==> src/rtl/aligner_pkg.sv <==
package aligner_pkg;
  typedef enum logic [2:0] {
    ST_IDLE,
    ST_SKIP,
    ST_FILL,
    ST_RUN,
    ST_FLUSH
  } state_e;
endpackage

==> src/rtl/aligner_ctrl.sv <==
module aligner_ctrl #(
  parameter int SKIP_W  = 2,
  parameter int SHIFT_W = 3
) (
  input  logic               clk_i,
  input  logic               rst_ni,
  input  logic               start_i,
  input  logic [SKIP_W-1:0]  skip_i,
  input  logic [SHIFT_W-1:0] shift_i,
  input  logic               fifo_empty_i,
  input  logic               fifo_last_i,
  input  logic               out_ready_i,
  output logic               fifo_rd_o,
  output logic               out_valid_o,
  output logic               out_last_o,
  output logic               hold_load_o,
  output logic               flush_o,
  output logic               bypass_o,
  output logic [SHIFT_W-1:0] shift_o
);
  import aligner_pkg::*;

  state_e             state_q, state_d;
  logic [SKIP_W-1:0]  skip_q, skip_d;
  logic [SHIFT_W-1:0] shift_q;
  logic               bypass;

  assign bypass   = (shift_q == '0);
  assign bypass_o = bypass;
  assign shift_o  = shift_q;

  always_comb begin
    state_d     = state_q;
    skip_d      = skip_q;
    fifo_rd_o   = 1'b0;
    out_valid_o = 1'b0;
    out_last_o  = 1'b0;
    hold_load_o = 1'b0;
    flush_o     = 1'b0;
    unique case (state_q)
      ST_IDLE: ;
      ST_SKIP: begin
        fifo_rd_o = !fifo_empty_i;
        if (fifo_rd_o) begin
          skip_d = skip_q - SKIP_W'(1);
          if (fifo_last_i)                state_d = ST_IDLE;
          else if (skip_q == SKIP_W'(1))  state_d = bypass ? ST_RUN : ST_FILL;
        end
      end
      ST_FILL: begin
        fifo_rd_o   = !fifo_empty_i;
        hold_load_o = fifo_rd_o;
        if (fifo_rd_o) state_d = fifo_last_i ? ST_FLUSH : ST_RUN;
      end
      ST_RUN: begin
        out_valid_o = !fifo_empty_i;
        out_last_o  = bypass && fifo_last_i && !fifo_empty_i;
        fifo_rd_o   = !fifo_empty_i && out_ready_i;
        hold_load_o = fifo_rd_o && !bypass;
        if (fifo_rd_o && fifo_last_i) state_d = bypass ? ST_IDLE : ST_FLUSH;
      end
      ST_FLUSH: begin
        out_valid_o = 1'b1;
        out_last_o  = 1'b1;
        flush_o     = 1'b1;
        if (out_ready_i) state_d = ST_IDLE;
      end
      default: state_d = ST_IDLE;
    endcase
    // a new strobe restarts the record from any state
    if (start_i) begin
      skip_d = skip_i;
      if (skip_i != '0)       state_d = ST_SKIP;
      else if (shift_i != '0) state_d = ST_FILL;
      else                    state_d = ST_RUN;
    end
  end

  always_ff @(posedge clk_i or negedge rst_ni) begin
    if (!rst_ni) begin
      state_q <= ST_IDLE;
      skip_q  <= '0;
      shift_q <= '0;
    end else begin
      state_q <= state_d;
      skip_q  <= skip_d;
      if (start_i) shift_q <= shift_i;
    end
  end
endmodule

==> src/rtl/aligner_hold.sv <==
module aligner_hold #(
  parameter int WIDTH = 64
) (
  input  logic             clk_i,
  input  logic             rst_ni,
  input  logic             load_i,
  input  logic [WIDTH-1:0] d_i,
  output logic [WIDTH-1:0] q_o
);
  always_ff @(posedge clk_i or negedge rst_ni) begin
    if (!rst_ni)     q_o <= '0;
    else if (load_i) q_o <= d_i;
  end
endmodule

==> src/rtl/aligner_window.sv <==
module aligner_window #(
  parameter int SAMPLE_W = 8,
  parameter int LANES    = 8
) (
  input  logic [SAMPLE_W*LANES-1:0]   lo_i,
  input  logic [SAMPLE_W*LANES-1:0]   hi_i,
  input  logic [$clog2(LANES)-1:0]    shift_i,
  output logic [SAMPLE_W*LANES-1:0]   data_o
);
  localparam int DATA_W  = SAMPLE_W * LANES;
  localparam int SHIFT_W = $clog2(LANES);

  logic [2*DATA_W-1:0] cat;
  assign cat = {hi_i, lo_i};

  for (genvar k = 0; k < LANES; k++) begin : g_lane
    logic [SAMPLE_W-1:0] lane;
    always_comb begin
      lane = '0;
      for (int s = 0; s < LANES; s++) begin
        if (shift_i == SHIFT_W'(s)) lane = cat[(k+s)*SAMPLE_W +: SAMPLE_W];
      end
    end
    assign data_o[k*SAMPLE_W +: SAMPLE_W] = lane;
  end
endmodule

==> src/rtl/sample_aligner.sv <==
module sample_aligner #(
  parameter int SAMPLE_W = 8,
  parameter int LANES    = 8,
  parameter int SKIP_W   = 2
) (
  input  logic                                clk_i,
  input  logic                                rst_ni,
  input  logic                                start_i,
  input  logic [SKIP_W+$clog2(LANES)-1:0]     offset_i,
  input  logic                                fifo_empty_i,
  input  logic [SAMPLE_W*LANES-1:0]           fifo_data_i,
  input  logic                                fifo_last_i,
  output logic                                fifo_rd_o,
  output logic                                out_valid_o,
  input  logic                                out_ready_i,
  output logic [SAMPLE_W*LANES-1:0]           out_data_o,
  output logic                                out_last_o
);
  localparam int DATA_W  = SAMPLE_W * LANES;
  localparam int SHIFT_W = $clog2(LANES);
  localparam int OFF_W   = SKIP_W + SHIFT_W;

  logic               hold_load, flush, bypass;
  logic [SHIFT_W-1:0] shift;
  logic [DATA_W-1:0]  hold_q, win_hi, win_data;

  aligner_ctrl #(.SKIP_W(SKIP_W), .SHIFT_W(SHIFT_W)) u_ctrl (
    .clk_i       (clk_i),
    .rst_ni      (rst_ni),
    .start_i     (start_i),
    .skip_i      (offset_i[OFF_W-1:SHIFT_W]),
    .shift_i     (offset_i[SHIFT_W-1:0]),
    .fifo_empty_i(fifo_empty_i),
    .fifo_last_i (fifo_last_i),
    .out_ready_i (out_ready_i),
    .fifo_rd_o   (fifo_rd_o),
    .out_valid_o (out_valid_o),
    .out_last_o  (out_last_o),
    .hold_load_o (hold_load),
    .flush_o     (flush),
    .bypass_o    (bypass),
    .shift_o     (shift)
  );

  aligner_hold #(.WIDTH(DATA_W)) u_hold (
    .clk_i (clk_i),
    .rst_ni(rst_ni),
    .load_i(hold_load),
    .d_i   (fifo_data_i),
    .q_o   (hold_q)
  );

  // flush drains the held word against zero padding
  assign win_hi = flush ? '0 : fifo_data_i;

  aligner_window #(.SAMPLE_W(SAMPLE_W), .LANES(LANES)) u_win (
    .lo_i   (hold_q),
    .hi_i   (win_hi),
    .shift_i(shift),
    .data_o (win_data)
  );

  assign out_data_o = bypass ? fifo_data_i : win_data;
endmodule

==> config.mk <==
export PLATFORM = sky130hd
export DESIGN_NAME = sample_aligner
export DESIGN_NICKNAME = d
export VERILOG_FILES = /design/src/rtl/aligner_pkg.sv /design/src/rtl/aligner_ctrl.sv /design/src/rtl/aligner_hold.sv /design/src/rtl/aligner_window.sv /design/src/rtl/sample_aligner.sv
export SDC_FILE = /design/constraint.sdc
export NUM_CORES = 1
export LEC_CHECK = 0
export ABC_AREA = 0
export BUFFER_PORTS_ARGS = -buffer_cell sky130_fd_sc_hd__buf_4
export CAP_MARGIN = 10
export CORE_MARGIN = 2
export CORE_UTILIZATION = 30
export CTS_BUF_LIST = sky130_fd_sc_hd__clkbuf_8 sky130_fd_sc_hd__clkbuf_16
export DETAILED_ROUTE_END_ITERATION = 10
export MAX_ROUTING_LAYER = met4
export SLEW_MARGIN = 5
export SYNTH_ARGS = -nofsm -noshare
export SYNTH_HDL_FRONTEND = slang
export SYNTH_HIERARCHICAL = 1
export SYNTH_SLANG_ARGS = --single-unit
export TNS_END_PERCENT = 30
==> constraint.sdc <==
create_clock -name clk_i -period 3.8 [get_ports clk_i]
set_input_delay 0.19 -clock clk_i [delete_from_list [all_inputs] [get_ports clk_i]]
set_output_delay 0.19 -clock clk_i [all_outputs]
set_load 0.005 [all_outputs]
; Word level (Yosys, flattened, before mapping)
; Cells that the tools add are included.
; Widths: inputs -> output; s select.
[word_totals]
ff_bits = 72
out_inout_bits = 67
input_bits = 75
[classes]
mux = 79
reduce_logical = 15
n_addsub = 1
eq_ne = 19
[ops]
columns = cell, count
row1 = $mux 8, 56
row2 = $mux 64, 1
row3 = $mux 56, 1
row4 = $mux 3, 10
row5 = $eq 3x3->1 const B, 5
row6 = $pmux 3 s5, 1
row7 = $eq 3x2->1 const B, 4
row8 = $ne 3x3->1 const B, 3
row9 = $pmux 1 s2, 4
row10 = $eq 3x1->1 const B, 2
row11 = $logic_not 3->1, 2
row12 = $mux 2, 3
row13 = $reduce_and 6->1, 1
row14 = $logic_and 1x1->1, 5
row15 = $ne 2x2->1 const B, 2
row16 = $ne 4x3->1 const B, 1
row17 = $reduce_bool 2->1, 2
row18 = $mux 1, 3
row19 = $ne 3x2->1 const B, 1
row20 = $reduce_bool 3->1, 1
row21 = $eq 2x1->1 const B, 1
row22 = $logic_not 1->1, 2
row23 = $reduce_and 2->1, 1
row24 = $reduce_or 2->1, 1
row25 = $sub 2x1->2 const B, 1

; Logic depth before layout (Yosys ltp)
[depth]
word_depth = 11
mapped_depth = 12
depth_no_buf = 9

; Cells and area by module
; Netlist, hierarchy kept.
[by_module_without_submodules]
columns = mod, n_inst, area_each_um2, cells_per_inst, seq_area_each_um2
row1 = aligner_window, 1, 3958.8, 539, 0.0
row2 = aligner_hold, 1, 2678.8, 135, 1601.5
row3 = sample_aligner, 1, 1546.5, 142, 0.0
row4 = aligner_ctrl, 1, 524.3, 59, 200.2

; Worst setup path after synthesis
; Ideal clock, no wire load.
[synth_path]
path_kind = reg-to-output
start = reg u_ctrl.state_q[0]
end = out out_data_o[58]
setup_slack_ns = 0.993
arrival_time_ns = 2.617
t_required_ns = 3.610
stages_incl_launch_ff = 13
cell_sequence = dfrtp_1 nor2_1 nand2_1 inv_1 buf_4 clkbuf_1 and2b_1 clkbuf_1 o21a_1 mux4_2 nand2b_1 o31a_1 mux2_4
[synth_between]
elab_cells_between_ends = 11
cone_classes = eq/ne: 1 / mux: 10
[synth_lines]
columns = element, line
row1 = start: declaration, aligner_ctrl.sv:23  ; state_e state_q, state_d;
row2 = start signal: assignment, aligner_ctrl.sv:85  ; state_q <= state_d;
row3 = $eq 3x3->1, aligner_ctrl.sv:40  ; unique case (state_q)
row4 = $mux 1, aligner_ctrl.sv:40
row5 = named net flush, sample_aligner.sv:23  ; logic hold_load, flush, bypass;
row6 = $mux 56, sample_aligner.sv:54  ; assign win_hi = flush ? '0 : fifo_data_i;
row7 = named net win_hi[18], sample_aligner.sv:25  ; logic [DATA_W-1:0] hold_q, win_hi, win_data;
row8 = $mux 8 (5 in a row), aligner_window.sv:21  ; if (shift_i == SHIFT_W'(s)) lane = cat[(k+s)*SAMPLE_W +: SAMPLE_W];
row9 = named net win_data[58], sample_aligner.sv:25
row10 = $mux 64, sample_aligner.sv:63  ; assign out_data_o = bypass ? fifo_data_i : win_data;
row11 = end: declaration, sample_aligner.sv:16  ; output logic [SAMPLE_W*LANES-1:0] out_data_o,
; The timed path passes the listed nets, and every way through them passes these cells.

; Final worst setup path
[layout_path]
start = reg u_ctrl.state_q[0]
end = out out_data_o[61]
; Same word-level chain as after synthesis.

==> impl_metrics.csv <==
group,metric,value,unit
routing,drt.antenna.violating_nets,0,
timing,fin_crit,3.46,ns
timing,max_freq,0.289,GHz
layout,diodes,0,
global_routing,grt_usage,0.176,
cts,cts_tree,"built",
place,hpwl,19000,um
place,dpl_cell_area,9740,sq um
floorplanning,die_h,174,um
floorplanning,rows,62,
setup_path,cp.required,3.61,ns
yosys,yosysWarningCount,6,
layout,layout.cells.non_filler,1338,
layout,fin_nets,1025,
yosys,synth_cells,867,
cts,htreeDepth,3,
setup_path,crit_path_start_kind,"flip-flop",
setup_path,reg2reg_slack,1.28,ns
timing,holdWs,0.00126,ns
setup_path,r2r_start,"u_ctrl/shift_o[2]",
routing,vias,7076,
setup_path,critPathArrivalTime,3.27,ns
cts,cts_resized,0,
pwr,peakVddDrop,160,uV
timing,finalCritPeriodShare,0.910,
place,gp_congestion,0.888,
routing,drtIter0Drc,625,
global_routing,grt_pass1_wl,40700,um
global_routing,antenna_found_initial,0,
yosys,avgSynthCellArea,9.98,sq um
floorplanning,pin_count,142,
yosys,syn_area,8650,sq um
setup_path,endpoint_kind,"output pin",
flow_run,drv_cap,0,
cts,path_clk_slew,0.06,ns
floorplanning,start_util,0.303,
pwr,leakage,4.41,nW
hold_path,hp-class,"in2async",
timing,final-setup-viol-count,0,
global_routing,grt_remaining_overflow,0,
timing,rsz0062_at_grt,"no",
global_routing,grt_start_max_net_pins,75,
status,status,"finished, final reports clean",
floorplanning,die_w,174,um
layout,postLayoutCellArea,10100,sq um
timing,relSlewSlack,0.343,
timing,finalMaxSlewViolations,0,
routing,via_per_inst,5.29,
routing,first_pass_iters,5,
layout,drive_above_1_share,0.379,
setup_path,cp-startpoint,"u_ctrl/state_q[0]",
routing,routed_wl,26200,um
timing,setup_tns,0,ns
pwr,p_per_area,499,nW/um^2
timing,fin_skew,0.00921,ns
floorplanning,die_area,30200,sq um
cts,numCtsBuffers,9,
setup_path,critical_path_class,"reg2out",
cts,clk_path_buf_depth,2,
cts,post_cts_buffers,0,
cts,cts_sinks,72,
timing,finalHoldViolations,0,
setup_path,rr_worst_depth,5,
routing,wl_per_cell,19.6,um
cts,cts_hold_buffers,0,
layout,final_util,0.352,
place,place_inst,1322,
setup_path,timing.rr.end,"u_hold/q_o[63]",
place,portBuffers,141,
routing,drc,0,
setup_path,critPathMaxFanout,57,
layout,area_growth,16.2,%
cts,clk-insertion-delay-late,0.35,ns
cts,cts-root-buf,"clkbuf_16",
global_routing,grt_pass1_vias,6572,
timing,worst_pin_slew,0.985,ns
floorplanning,core,28500,sq um
yosys,syn-num-nets,943,
==> layer usage <==
metal / up-vias / GRT usage / part of all wire
met5: - / - / 0
met3: 14 / 0.0373 / 0.080
met1: 3385 / 0.284 / 0.53
met4: 0 / 0.0343 / 0.0099
met2: 315 / 0.215 / 0.38
li1: 3362 / - / -
==> flip-flops by register name, summed over array words and instances (netlist names) <==
name and cells:
u_hold/q_o 64, u_ctrl/shift_o 3, u_ctrl/state_q 3, u_ctrl/skip_q 2
==> layout by cell type (no fill, tap or decap), drive strengths merged, types with 3 or more instances in the layout <==
cell      n
buf     160
clkinv    4
o21ai    30
nand2    93
o22ai     7
o21a      7
a21oi    60
clkbuf    9
nor3      4
mux2i    85
mux2    151
a22o      9
a32o     14
nand3b   15
o31a      7
and3     10
a22oi     3
nand2b   21
nor2     34
nor3b     7
dfrtp    72
inv       7
o211ai   36
nor2b    30
and2b    29
mux4     24
==> worst max path at each step <==
stage / end / slack [ns] / cells after the start
final: out_data_o[61] / 0.34 / 11
after global routing: out_data_o[60] / 0.19 / 11
after CTS: out_data_o[61] / 0.37 / 11
after detailed placement: out_data_o[61] / 0.76 / 11
after global placement: out_data_o[58] / 0.85 / 11
after floorplan: out_data_o[58] / 1.0 / 12
==> layout make-up <==
type | instances | area (sq um)
Fill cell | 2950 | 18500
Multi-Input combinational cell | 700 | 6150
Sequential cell | 72 | 1810
Timing Repair Buffer | 160 | 1280
Tap cell | 384 | 480
Clock buffer | 9 | 225
Clock inverter | 7 | 87.6
Inverter | 6 | 22.5
==> metrics by stage <==
stage	total power, mW	worst slack, ns
finish	5.02	0.342
global route	5.35	0.188
CTS	5.04	0.373
detailed placement	4.09	0.763
global placement	4.06	0.851
floorplan	3.22	1.00
==> power breakdown <==
part / total, mW / internal (mW) / switching, mW
logic: 2.66 / 1.59 / 1.07
registers: 1.44 / 1.05 / 0.386
clock network: 0.923 / 0.570 / 0.353
==> critical path, stage by stage (launching register included) <==
cell and delay (ns):
dfrtp_1 0.45, nor2_1 0.25, nand2_1 0.14, inv_1 0.11
buf_12 0.25, and2b_1 0.31, o21a_1 0.19, mux4_2 0.45
nand2b_1 0.15, o31a_1 0.15, mux2_2 0.27, buf_4 0.14
No activity file was read; power rests on OpenSTA's default activity.
